**src/rtl/simd_add_pkg.sv**
```systemverilog
package simd_add_pkg;

  localparam int ATOM_W = 8;

  typedef enum logic [1:0] {
    LANE_8  = 2'd0,
    LANE_16 = 2'd1,
    LANE_32 = 2'd2,
    LANE_64 = 2'd3
  } lane_sel_e;

  // One atom of the adder: b is inverted when subtracting, carry-in supplied by caller.
  function automatic logic [ATOM_W:0] atom_add(input logic [ATOM_W-1:0] a,
                                               input logic [ATOM_W-1:0] b,
                                               input logic sub,
                                               input logic cin);
    logic [ATOM_W-1:0] bx;
    bx = b ^ {ATOM_W{sub}};
    return {1'b0, a} + {1'b0, bx} + {{ATOM_W{1'b0}}, cin};
  endfunction

  // Signed overflow from the sign bits: operands (after inversion) agree, result disagrees.
  function automatic logic sign_ovf(input logic sa, input logic sb,
                                    input logic sr, input logic sub);
    logic sbx;
    sbx = sb ^ sub;
    return (sa == sbx) && (sr != sa);
  endfunction

endpackage

```
**src/rtl/simd_atom_slice.sv**
```systemverilog
module simd_atom_slice
  import simd_add_pkg::*;
(
  input  logic [ATOM_W-1:0] a_i,
  input  logic [ATOM_W-1:0] b_i,
  input  logic              sub_i,
  input  logic              cin_i,
  output logic [ATOM_W-1:0] sum_o,
  output logic              cout_o,
  output logic              ovf_o
);
  localparam int MSB = ATOM_W - 1;

  logic [ATOM_W:0] raw;

  assign raw    = atom_add(a_i, b_i, sub_i, cin_i);
  assign sum_o  = raw[MSB:0];
  assign cout_o = raw[ATOM_W];
  assign ovf_o  = sign_ovf(a_i[MSB], b_i[MSB], sum_o[MSB], sub_i);

endmodule

```
**src/rtl/simd_lane_mask.sv**
```systemverilog
module simd_lane_mask
  import simd_add_pkg::*;
#(
  parameter int NATOM = 16
) (
  input  lane_sel_e         sel_i,
  output logic [NATOM-1:0]  start_o,
  output logic [NATOM-1:0]  top_o
);
  localparam int IDX_W = (NATOM > 1) ? $clog2(NATOM) : 1;

  logic [IDX_W-1:0] lmask;

  always_comb begin
    lmask = IDX_W'((32'd1 << sel_i) - 32'd1);
  end

  for (genvar i = 0; i < NATOM; i++) begin : g_pos
    assign start_o[i] = ((IDX_W'(i) & lmask) == '0);
    assign top_o[i]   = ((IDX_W'(i + 1) & lmask) == '0);
  end

endmodule

```
**src/rtl/simd_lane_adder.sv**
```systemverilog
module simd_lane_adder
  import simd_add_pkg::*;
#(
  parameter int WORD_W = 128
) (
  input  logic                       clk,
  input  logic                       rst_n,
  input  logic [WORD_W-1:0]          op_a,
  input  logic [WORD_W-1:0]          op_b,
  input  logic [1:0]                 lane_sel,
  input  logic                       sub,
  output logic [WORD_W-1:0]          sum_q,
  output logic [WORD_W/ATOM_W-1:0]   ovf_q
);
  localparam int NATOM = WORD_W / ATOM_W;

  lane_sel_e         sel_e;
  logic [NATOM-1:0]  start_m;
  logic [NATOM-1:0]  top_m;
  logic [NATOM-1:0]  carry_into;
  logic [NATOM-1:0]  carry_out;
  logic [NATOM-1:0]  atom_ovf;
  logic [NATOM-1:0]  ovf_c;
  logic [WORD_W-1:0] sum_c;
  logic              primed;

  assign sel_e = lane_sel_e'(lane_sel);

  simd_lane_mask #(.NATOM(NATOM)) u_mask (
    .sel_i   (sel_e),
    .start_o (start_m),
    .top_o   (top_m)
  );

  for (genvar i = 0; i < NATOM; i++) begin : g_atom
    if (i == 0) begin : g_first
      assign carry_into[i] = sub;
    end else begin : g_rest
      // Cut point: a lane's first atom takes the operation carry, others chain.
      assign carry_into[i] = start_m[i] ? sub : carry_out[i-1];
    end

    simd_atom_slice u_slice (
      .a_i    (op_a[i*ATOM_W +: ATOM_W]),
      .b_i    (op_b[i*ATOM_W +: ATOM_W]),
      .sub_i  (sub),
      .cin_i  (carry_into[i]),
      .sum_o  (sum_c[i*ATOM_W +: ATOM_W]),
      .cout_o (carry_out[i]),
      .ovf_o  (atom_ovf[i])
    );
  end

  assign ovf_c = atom_ovf & top_m;

  always_ff @(posedge clk or negedge rst_n) begin
    if (!rst_n) begin
      sum_q  <= '0;
      ovf_q  <= '0;
      primed <= 1'b0;
    end else begin
      sum_q  <= sum_c;
      ovf_q  <= ovf_c;
      primed <= 1'b1;
    end
  end

  // Reference values for the assertions, taken straight from the ports.
  logic [ATOM_W:0] low_ref;
  logic [ATOM_W:0] second_ref;
  assign low_ref    = atom_add(op_a[ATOM_W-1:0], op_b[ATOM_W-1:0], sub, sub);
  assign second_ref = atom_add(op_a[2*ATOM_W-1:ATOM_W], op_b[2*ATOM_W-1:ATOM_W], sub, sub);

  AST_RESET_ZERO: assert property (@(posedge clk)
    !rst_n |=> (sum_q == '0 && ovf_q == '0));

  AST_LOW_ATOM: assert property (@(posedge clk) disable iff (!rst_n)
    primed |-> sum_q[ATOM_W-1:0] == $past(low_ref[ATOM_W-1:0]));

  AST_ATOM_ISOLATED: assert property (@(posedge clk) disable iff (!rst_n)
    (primed && $past(sel_e) == LANE_8) |->
      sum_q[2*ATOM_W-1:ATOM_W] == $past(second_ref[ATOM_W-1:0]));

  AST_OVF_TOP_ONLY: assert property (@(posedge clk) disable iff (!rst_n)
    primed |-> (ovf_q & ~$past(top_m)) == '0);

  AST_TOP_LANE_OVF: assert property (@(posedge clk) disable iff (!rst_n)
    primed |-> ovf_q[NATOM-1] == sign_ovf($past(op_a[WORD_W-1]), $past(op_b[WORD_W-1]),
                                          sum_q[WORD_W-1], $past(sub)));

endmodule

```
**config.mk**
```make
export PLATFORM = sky130hd
export DESIGN_NAME = simd_lane_adder
export DESIGN_NICKNAME = d
export VERILOG_FILES = /design/src/rtl/simd_add_pkg.sv /design/src/rtl/simd_atom_slice.sv /design/src/rtl/simd_lane_mask.sv /design/src/rtl/simd_lane_adder.sv
export SDC_FILE = /design/constraint.sdc
export NUM_CORES = 1
export LEC_CHECK = 0
export BUFFER_PORTS_ARGS = -buffer_cell sky130_fd_sc_hd__clkbuf_2
export CORE_AREA = 2 2 156 158
export DETAILED_ROUTE_END_ITERATION = 7
export DIE_AREA = 0 0 158 160
export HOLD_SLACK_MARGIN = 0.05
export PLACE_DENSITY = 0.74
export SYNTH_ARGS = -nofsm -noshare
export SYNTH_HDL_FRONTEND = slang
export SYNTH_SLANG_ARGS = --single-unit
```
**constraint.sdc**
```tcl
create_clock -name clk -period 1.2 [get_ports clk]
set_input_delay 0.24 -clock clk [delete_from_list [all_inputs] [get_ports clk]]
set_output_delay 0.24 -clock clk [all_outputs]
set_load 0.005 [all_outputs]
```
# ---- Word level (Yosys, flattened, before mapping)
# Index checks and enable logic that the tools add are counted.
dict set report word_totals {
  regBits 144
  out_inout_bits 144
  wordCells 147
}
dict set report classes {
  addsub 33
  eq_ne 32
  shift 1
  muxes 15
  bitwise 33
  n_reduce_logical 31
}
# operator n
set op_table {}
lappend op_table {{adder 8 x 8 -> 9 bit} 15}
lappend op_table {{adder 9 x 1 -> 9 bit} 15}
lappend op_table {{bitwise XOR 8 bit} 16}
lappend op_table {{zero test 4 bit} 15}
lappend op_table {{AND 16 bit} 1}
lappend op_table {{equality test 1 bit} 16}
lappend op_table {{logical AND 1 bit} 16}
lappend op_table {{!= test 1 bit} 16}
lappend op_table {{bitwise XOR 1 bit} 16}
lappend op_table {{two-way mux 1 bit} 15}
lappend op_table {{adder 8 x 1 -> 8 bit} 1}
lappend op_table {{adder 8 bit} 1}
lappend op_table {{left shift 1 x 2 -> 4 bit (first input constant)} 1}
lappend op_table {{subtractor 4 x 1 -> 4 bit (second input constant)} 1}

# ---- Depth between registers and ports, before layout
# Gate-level depths: netlist of run 1.
dict set report logic_depth {
  ltp_word 36
  mapped_depth 60
  ltp_nobuf 57
}

# ---- Modules after synthesis
# Synthesis of run 1 repeated with hierarchy kept, for this count alone.
dict set report unflattened {
  cells_unflattened 1162
  area_unflattened_um2 11588.6
}
# mod n_inst cells_per_inst area_each_um2 seq_area_each_um2
set by_module_without_submodules {}
lappend by_module_without_submodules {simd_lane_adder 1 176 3921.3 3603.5}
lappend by_module_without_submodules {{simd_atom_slice at g_atom[11].u_slice ...} 6 60 473.0 0.0}
lappend by_module_without_submodules {{simd_atom_slice at g_atom[0].u_slice ...} 5 60 465.4 0.0}
lappend by_module_without_submodules {{simd_atom_slice at g_atom[6].u_slice ...} 4 58 452.9 0.0}
lappend by_module_without_submodules {{simd_atom_slice at g_atom[15].u_slice} 1 61 469.2 0.0}
lappend by_module_without_submodules {simd_lane_mask 1 33 221.5 0.0}

# ---- Least setup slack after synthesis of run 1
# Ideal clock, no wire load.
dict set report synth_path {
  path_kind {input -> register}
  from {input port sub}
  to {register sum_q[126]}
  arrival_time_ns 13.125
  t_required_ns 1.072
  path_slack_ns -12.053
  cell_stages 60
  cell_sequence {buf_2 -> buf_2 -> buf_2 -> xnor2_1 -> fa_1 -> fa_1 -> nor2b_1 -> o31a_1 -> o31a_1 -> o21ai_1 -> a21o_1 -> fa_1 -> fa_1 -> nor2b_1 -> o31a_1 -> o31a_1 -> o21ai_1 -> a31o_1 -> [24 not listed] -> o31a_1 -> o31a_1 -> o21ai_1 -> a31o_1 -> fa_1 -> fa_1 -> nor2b_1 -> o31a_1 -> o31a_1 -> o21ai_1 -> a21o_1 -> fa_1 -> fa_1 -> nor2b_1 -> o21ai_1 -> a21oi_1 -> mux2i_1 -> nand3_1}
}
dict set report synth_via {
  elab_chain_len 33
  word_cells_on_any_way 63
}
# item line
set synth_lines {}
lappend synth_lines {{start, declared} simd_lane_adder.sv:11} ;# input logic sub,
lappend synth_lines {{bitwise XOR 8 bit} n/a}
lappend synth_lines {{adder 8 x 8 -> 9 bit} simd_add_pkg.sv:19} ;# return {1'b0, a} + {1'b0, bx} + {{ATOM_W{1'b0}}, cin};
lappend synth_lines {{adder 9 x 1 -> 9 bit} simd_add_pkg.sv:19}
lappend synth_lines {{two-way mux 1 bit} simd_lane_adder.sv:40} ;# assign carry_into[i] = start_m[i] ? sub : carry_out[i-1];
lappend synth_lines {{adder 9 x 1 -> 9 bit} simd_add_pkg.sv:19}
lappend synth_lines {{two-way mux 1 bit} simd_lane_adder.sv:40}
lappend synth_lines {{adder 9 x 1 -> 9 bit} simd_add_pkg.sv:19}
lappend synth_lines {{two-way mux 1 bit} simd_lane_adder.sv:40}
lappend synth_lines {{[18 not listed]} n/a}
lappend synth_lines {{adder 9 x 1 -> 9 bit} simd_add_pkg.sv:19}
lappend synth_lines {{two-way mux 1 bit} simd_lane_adder.sv:40}
lappend synth_lines {{adder 9 x 1 -> 9 bit} simd_add_pkg.sv:19}
lappend synth_lines {{two-way mux 1 bit} simd_lane_adder.sv:40}
lappend synth_lines {{adder 9 x 1 -> 9 bit} simd_add_pkg.sv:19}
lappend synth_lines {{two-way mux 1 bit} simd_lane_adder.sv:40}
lappend synth_lines {{adder 8 x 1 -> 8 bit *} simd_add_pkg.sv:19}
lappend synth_lines {{named net g_atom[15].u_slice.raw[6]} simd_atom_slice.sv:14} ;# logic [ATOM_W:0] raw;
lappend synth_lines {{end signal, assigned} simd_lane_adder.sv:62} ;# sum_q <= sum_c;
lappend synth_lines {{end, declared} simd_lane_adder.sv:12} ;# output logic [WORD_W-1:0] sum_q,
# Mark *: on every way through the listed nets, which the timed path passes. The rest lies on a longest branch.

# ---- Worst setup path in the final report of run 1
dict set report layout_path {
  from {input port sub}
  to {register sum_q[118]}
}
dict set report layout_via {
  elab_chain_len 31
  word_cells_on_any_way 59
}
# item line
set layout_lines {}
lappend layout_lines {{bitwise XOR 8 bit} n/a}
lappend layout_lines {{adder 8 x 8 -> 9 bit} simd_add_pkg.sv:19}
lappend layout_lines {{adder 9 x 1 -> 9 bit} simd_add_pkg.sv:19}
lappend layout_lines {{two-way mux 1 bit} simd_lane_adder.sv:40}
lappend layout_lines {{adder 9 x 1 -> 9 bit} simd_add_pkg.sv:19}
lappend layout_lines {{two-way mux 1 bit} simd_lane_adder.sv:40}
lappend layout_lines {{adder 9 x 1 -> 9 bit} simd_add_pkg.sv:19}
lappend layout_lines {{two-way mux 1 bit} simd_lane_adder.sv:40}
lappend layout_lines {{[16 not listed]} n/a}
lappend layout_lines {{adder 9 x 1 -> 9 bit} simd_add_pkg.sv:19}
lappend layout_lines {{two-way mux 1 bit} simd_lane_adder.sv:40}
lappend layout_lines {{adder 9 x 1 -> 9 bit} simd_add_pkg.sv:19}
lappend layout_lines {{two-way mux 1 bit} simd_lane_adder.sv:40}
lappend layout_lines {{adder 9 x 1 -> 9 bit} simd_add_pkg.sv:19}
lappend layout_lines {{two-way mux 1 bit} simd_lane_adder.sv:40}
lappend layout_lines {{adder 9 x 1 -> 9 bit *} simd_add_pkg.sv:19}
lappend layout_lines {{named net g_atom[14].u_slice.raw[6]} simd_atom_slice.sv:14}
# Marked as above.

==> out/qor.log, run 1 <==
qor: outcome.run_status finished with violations
qor: outcome.violated_checks setup timing
qor: synthesis.synthArstFlopShare 100%
qor: critical_path.critical_path_peak_fanout 4
qor: placement.gpl.final_weighted_congestion 0.920
qor: min_path.hold_class in2reg
qor: clock_network.max-clock-path-buffers 2
qor: critical_path.critPathRequiredTime 1.51 ns
qor: synthesis.yosys-top-cells-area sky130_fd_sc_hd__dfrtp_1, sky130_fd_sc_hd__ha_1, sky130_fd_sc_hd__xor2_1, sky130_fd_sc_hd__fa_1, sky130_fd_sc_hd__xnor2_1
qor: final_layout.filler_cell_count 1759
qor: detailed_routing.wl_per_cell 17.9 µm
qor: synthesis.ys_ff_latch 144
qor: final_layout.syn2layout_area_growth 63.9%
qor: clock_network.cts_root_buffer sky130_fd_sc_hd__clkbuf_16
qor: clock_network.cts.reportedPaths.clkPinSlew 0.07 ns
qor: critical_path.worst_path_largest_cell_delay 0.41 ns
qor: power.vdd_ir_drop_max 839 µV
qor: grt.maximum_number_of_pins_on_one_net_before_global_route_repair 44
qor: floorplanning.horizontal_die_dimension 158 µm
qor: timing.slew_limit_headroom 50.0%
qor: timing.hold_violations 0
qor: run.max_cap_viol_count 0
qor: grt.grtUsageTotal 30.1%
qor: clock_network.cts_tree built
qor: detailed_routing.detail_route.first_pass.iterations 5
qor: synthesis.synth-seq-area-share 34.7%
qor: detailed_routing.detailroute.via_count 11000
qor: timing.setup_viol 145
qor: synthesis.post-synth-top-count-cell sky130_fd_sc_hd__dfrtp_1
qor: clock_network.cts_buffers 17
qor: timing.grt_setup_unrepaired true
qor: synthesis.syn_area_per_cell 9.80 µm²
qor: final_layout.net_total_in_the_final_layout 2244
qor: timing.max_freq 81.1 MHz
qor: floorplanning.coreArea 23800 µm²
qor: synthesis.yosys.area.top_type_share 34.7%
qor: critical_path.cp_capture_type flop
qor: floorplanning.top_level_ports 405
qor: critical_path.library_cell_appearing_most_often_on_the_critical_path sky130_fd_sc_hd__buf_4
qor: final_layout.multiInputGateArea 6990 µm²
qor: timing.post-route-period-util 1030%
qor: floorplanning.die_height 160 µm
qor: synthesis.postSynth.topFlopCell sky130_fd_sc_hd__dfrtp_1
qor: timing.worst_setup_margin -11.13 ns
qor: power.total_power_divided_by_cell_area 1350 nW/µm²
qor: floorplanning.fp.dieArea 25300 µm²
qor: detailed_routing.vias_per_cell 5.03
qor: floorplanning.num_rows 57
qor: final_layout.finish.utilization 71.4%
qor: grt.globalRoute.totalOverflow 0
qor: detailed_routing.detail_route.drc_violations 0
qor: grt.grt_pass1_wl 58.5 mm
qor: final_layout.layout.area.seq 3600 µm²
qor: clock_network.tritoncts_num_sinks 144
qor: synthesis.yosys-top-cells-count sky130_fd_sc_hd__dfrtp_1, sky130_fd_sc_hd__xor2_1, sky130_fd_sc_hd__ha_1
qor: critical_path.setup.worst_path.start_class primary input
qor: grt.antenna_found_initial 4
qor: detailed_routing.drtAntennaViolNets 0
qor: placement.placement.setup.worst_slack -11.50 ns
qor: placement.detailedPlacementHpwl 29.1 mm
qor: critical_path.critPathArrivalTime 12.64 ns
qor: grt.first_global_vias 11500
qor: clock_network.cts-htree-levels 4
qor: synthesis.netlist_area 10400 µm²
qor: synthesis.yosysWarnings 0
qor: placement.buffer_ports.inserted 404
qor: timing.final.min_clock_period 12.33 ns
qor: synthesis.netlist-cell-type-count 36
qor: synthesis.synthesis.nets 1463
qor: critical_path.critPathKind in2reg
qor: timing.max_slew.worst_pin.slew 0.750 ns
qor: floorplanning.starting_density_of_the_core 43.6%
qor: detailed_routing.detailed_route_iter0_violations 520
qor: critical_path.critical-path-slowest-cell sky130_fd_sc_hd__fa_2
qor: timing.final.hold.worst_slack 0.0777 ns
qor: timing.timing_max_transition_violations_final 0
qor: final_layout.layout-drive-gt1-share 51.8%
qor: synthesis.synth_top_cell_by_area sky130_fd_sc_hd__dfrtp_1
qor: detailed_routing.drt_wl_total 39.0 mm
qor: synthesis.synth_cells 1060
qor: power.total_leakage_power 0.00890 µW
qor: synthesis.synth_edf_count 0
==> where the power goes <==
part           internal [µW]  leakage [µW]  switching (µW)
sequential              6150       0.00169             465
combinational           5720       0.00692            4940
clock                   3320      0.000295            2340
total                  15200       0.00890            7740
==> through the flow <==
| step | area [µm²] | power (µW) | instances | setup TNS (ns) |
|---|---|---|---|---|
| 5_1_grt | 17000 | 24300 | 2179 | -831.16 |
| 3_3_place_gp | 14800 | 15200 | 2021 | -817.94 |
| 2_1_floorplan | 10600 | 10900 | 1060 | -776.59 |
| 4_1_cts | 16500 | 22200 | 2156 | -764.60 |
| 6_report | 17000 | 22900 | 2180 | -794.77 |
| 3_5_place_dp | 14800 | 15500 | 2021 | -839.01 |
==> layer usage <==
layer,global-route usage (%),vias to the layer above,part of all wire [%]
li1,-,5143,-
met1,32.0,5207,36
met2,53.9,497,51
met3,8.52,115,7.8
met4,15.1,4,5.3
met5,0,-,0.069
==> registers in the layout, indices dropped and copies added (netlist names) <==
signal and flops:
ovf_q 16, sum_q 128
==> layout by cell type, fill, tap and decap left out, drive strengths merged, types with 3 or more instances in the layout <==
| cell type | count |
|---|---|
| inv | 92 |
| a21oi | 62 |
| nor3 | 15 |
| nand2 | 34 |
| fa | 31 |
| a31o | 4 |
| o31a | 42 |
| o21a | 58 |
| dfrtp | 144 |
| xor2 | 129 |
| a21o | 10 |
| ha | 111 |
| o21ai | 88 |
| clkinv | 4 |
| bufinv | 3 |
| nor2b | 36 |
| nor2 | 105 |
| mux2i | 4 |
| buf | 378 |
| nor3b | 3 |
| clkbuf | 419 |
| xnor2 | 63 |
==> cell type report <==
cell class              count  area share [%]
flip-flops and latches    144            21.2
clock buffers              19            2.54
repair buffers            779            29.8
clock inverters            13            1.03
multi-input cells         812            41.1
well taps                 324            2.38
diodes                      2          0.0294
inverters                  87            1.92
==> critical path: cells and delay by family <==
family | cells | cell delay [ns]
buf+inv | 19 | 1.85
compound gates | 27 | 4.15
xor+xnor | 1 | 0.12
fa+ha+maj | 14 | 5.31
simple gates | 7 | 0.94
==> final timing paths <==
path	cells after the start	endpoint	start	slack [ns]
max	68	sum_q[118]$_DFF_PN0_	sub	-11.13
min in group asynchronous	2	sum_q[93]$_DFF_PN0_	rst_n	0.28
min	2	sum_q[0]$_DFF_PN0_	op_a[0]	0.08
max in group asynchronous	3	sum_q[76]$_DFF_PN0_	rst_n	0.39
==> cell families (layout without fill, tap and decap cells) <==
| kind of cell | after synthesis | in the layout | synth area share [%] |
|---|---|---|---|
| buf+inv | 104 | 898 | 3.93 |
| flops | 144 | 144 | 34.7 |
| other cells | 0 | 2 | 0 |
| fa+ha+maj | 142 | 142 | 19.4 |
| xor+xnor | 192 | 192 | 16.2 |
| mux | 4 | 4 | 0.506 |
| simple gates | 204 | 204 | 8.78 |
| compound gates | 270 | 270 | 16.5 |
==> repair_timing <==
item,4_1_cts,5_1_grt
hold buffers,1,0
pin swaps,61,54
hold endpoints to repair,123,0
setup endpoints to repair,143,150
setup buffers,102,39
resized for setup,71,90
(Power assumes the default switching activity.)
==> run 2: changes to the inputs <==
--- a/config.mk
+++ b/config.mk
@@ -6,11 +6,11 @@
 export NUM_CORES = 1
 export LEC_CHECK = 0
 export BUFFER_PORTS_ARGS = -buffer_cell sky130_fd_sc_hd__clkbuf_2
-export CORE_AREA = 2 2 156 158
+export CORE_MARGIN = 2
+export CORE_UTILIZATION = 45
 export DETAILED_ROUTE_END_ITERATION = 7
-export DIE_AREA = 0 0 158 160
-export HOLD_SLACK_MARGIN = 0.05
-export PLACE_DENSITY = 0.74
+export PLACE_DENSITY = 0.79
+export RECOVER_POWER = 25
 export SYNTH_ARGS = -nofsm -noshare
 export SYNTH_HDL_FRONTEND = slang
 export SYNTH_SLANG_ARGS = --single-unit
==> constraint.sdc (replaced) <==
create_clock -name clk -period 10.9 [get_ports clk]
set_input_delay 2.18 -clock clk [delete_from_list [all_inputs] [get_ports clk]]
set_output_delay 2.18 -clock clk [all_outputs]
set_load 0.005 [all_outputs]
==> out/qor.log, run 2 (synthesis results as in run 1) <==
qor: timing.slew_limit_headroom -188% [-240 points]
qor: critical_path.critical-path-slowest-cell sky130_fd_sc_hd__fa_2
qor: critical_path.critPathRequiredTime 11.21 ns [+9.70 ns]
qor: power.total_power_divided_by_cell_area 152 nW/µm² [-89%]
qor: floorplanning.coreArea 22600 µm² [-5.0%]
qor: critical_path.worst_path_largest_cell_delay 0.42 ns [about the same]
qor: timing.grt_setup_unrepaired true
qor: outcome.violated_checks capacitance limit, slew limit, setup timing
qor: min_path.hold_class in2reg
qor: final_layout.stdcell_count 1952 [-10%]
qor: final_layout.net_total_in_the_final_layout 2054 [-8.5%]
qor: final_layout.layout.cells.most_common sky130_fd_sc_hd__clkbuf_2
qor: timing.max_slew.worst_pin.slew 4.32 ns [+3.57 ns]
qor: final_layout.multiInputGateArea 6740 µm² [-3.6%]
qor: critical_path.setup.worst_path.start_class primary input
qor: grt.globalRoute.totalOverflow 0 [unchanged]
qor: floorplanning.die_height 156 µm [-2.6%]
qor: grt.maximum_number_of_pins_on_one_net_before_global_route_repair 78 [+77%]
qor: final_layout.layout-drive-gt1-share 43.1% [-8.7 points]
qor: final_layout.reg.largest.list sum_q x128, ovf_q x16
qor: power.total_leakage_power 0.00779 µW [-12%]
qor: clock_network.ctsHoldBuffers 0 [-1]
qor: detailed_routing.drtAntennaViolNets 0 [unchanged]
qor: critical_path.path_delay_family adder cells
qor: timing.hold_violations 0 [unchanged]
qor: placement.detailedPlacementHpwl 27.5 mm [-5.3%]
qor: placement.placed_cells_incl_taps 1855 [-8.2%]
qor: placement.placement.setup.worst_slack -3.66 ns [+7.84 ns]
qor: timing.max_freq 71.7 MHz
qor: detailed_routing.drt_wl_total 35.6 mm [-8.8%]
qor: timing.setup_viol 36 [-75%]
qor: detailed_routing.vias_per_cell 5.19 [+3.2%]
qor: detailed_routing.detail_route.drc_violations 0 [unchanged]
qor: critical_path.critPathArrivalTime 14.25 ns [+1.61 ns]
qor: clock_network.cts_root_buffer sky130_fd_sc_hd__clkbuf_16
qor: timing.setup_tns -70.89 ns [+723.88 ns]
qor: clock_network.tritoncts_num_sinks 144 [unchanged]
qor: grt.grtUsageTotal 29.1% [-1.0 points]
qor: power.vdd_ir_drop_max 97.3 µV [-88%]
qor: floorplanning.horizontal_die_dimension 156 µm [-1.3%]
qor: final_layout.top_library_cells_by_usage_in_the_layout_fill_and_taps_aside sky130_fd_sc_hd__clkbuf_2, sky130_fd_sc_hd__buf_4, sky130_fd_sc_hd__dfrtp_1, sky130_fd_sc_hd__xor2_1, sky130_fd_sc_hd__ha_1
qor: floorplanning.fp.dieArea 24300 µm² [-3.9%]
qor: critical_path.critPathKind in2reg
qor: detailed_routing.detailed_route_iter0_violations 489 [-6.0%]
qor: critical_path.critical_path_peak_fanout 4 [unchanged]
qor: clock_network.cts-htree-levels 4 [unchanged]
qor: timing.final.min_clock_period 13.95 ns
qor: grt.antenna_found_initial 4 [unchanged]
qor: clock_network.cts_tree built
qor: outcome.run_status finished with violations
qor: final_layout.layout.area.seq 3600 µm² [unchanged]
qor: timing.timing_max_transition_violations_final 78 [+78]
qor: placement.buffer_ports.inserted 404 [unchanged]
qor: grt.first_global_vias 10600 [-8.5%]
qor: final_layout.top_register sum_q
qor: floorplanning.top_level_ports 405 [unchanged]
qor: timing.post-route-period-util 128%
qor: run.max_cap_viol_count 1 [+1]
qor: critical_path.cp_capture_type flop
qor: detailed_routing.detailroute.via_count 10100 [-7.6%]
qor: timing.worst_setup_margin -3.05 ns [+8.08 ns]
qor: critical_path.library_cell_appearing_most_often_on_the_critical_path sky130_fd_sc_hd__fa_2
qor: final_layout.syn2layout_area_growth 45.5%
qor: clock_network.cts_buffers 17 [unchanged]
qor: floorplanning.num_rows 55 [-3.5%]
qor: placement.gpl.final_weighted_congestion 0.900 [-2.1%]
qor: floorplanning.starting_density_of_the_core 45.9% [+2.3 points]
qor: final_layout.filler_cell_count 1696 [-3.6%]
qor: final_layout.max_ffs_per_register 128 [unchanged]
qor: detailed_routing.wl_per_cell 18.2 µm [+1.8%]
qor: critical_path.critical_path_buf_inv_count 4 [-15]
qor: clock_network.cts.reportedPaths.clkPinSlew 0.06 ns [about the same]
qor: clock_network.max-clock-path-buffers 2 [unchanged]
qor: detailed_routing.detail_route.first_pass.iterations 5 [unchanged]
qor: grt.grt_pass1_wl 53.9 mm [-7.8%]
run 2: per-stage QoR:
stage	utilization [%]	hold slack [ns]	power [µW]	cell area, µm²
after floorplan	-	1.88	1200	10500
after global placement	60.7	2.26	1590	13700
after detailed placement	60.7	2.27	1620	13700
after CTS	65.7	1.81	2260	14900
after global routing	66.7	2.01	2430	15100
final	66.7	2.01	2290	15100
run 2: repair_timing:
action | in CTS | in global routing
setup endpoints to repair | 39 | 52
pin swaps | 34 | 35
gates resized for setup | 45 | 60
cloned | 0 | 0
setup buffers | 53 | 35
run 2: layout make-up:
class,count,area share (%)
Antenna cell,3,0.0497
Clock buffer,18,2.91
Clock inverter,14,0.803
Inverter,87,2.16
Multi-Input combinational cell,812,44.6
Sequential cell,144,23.9
Tap cell,285,2.36
Timing Repair Buffer,589,23.2
run 2: per-layer routing:
| layer | track usage (%) | routed length [µm] |
|---|---|---|
| met2 | 52.4 | 18300 |
| met4 | 14.1 | 1530 |
| met1 | 30.2 | 12700 |
| met5 | 0 | 13 |
| met3 | 9.94 | 3020 |
run 2: worst paths after layout:
path                       slack, ns                   to    start  cells past startpoint
max                            -3.05  sum_q[62]$_DFF_PN0_      sub                     60
min                             2.01   sum_q[0]$_DFF_PN0_  op_b[0]                      2
max in group asynchronous       5.01  sum_q[82]$_DFF_PN0_    rst_n                      2
min in group asynchronous       3.27  sum_q[31]$_DFF_PN0_    rst_n                      1
run 2: report_power, final:
group / internal, µW / leakage [µW] / switching [µW] / total (µW)
registers: 677 / 0.00169 / 50.0 / 727
clock network: 306 / 0.000278 / 269 / 575
logic: 502 / 0.00583 / 489 / 991
total: 1490 / 0.00779 / 807 / 2290
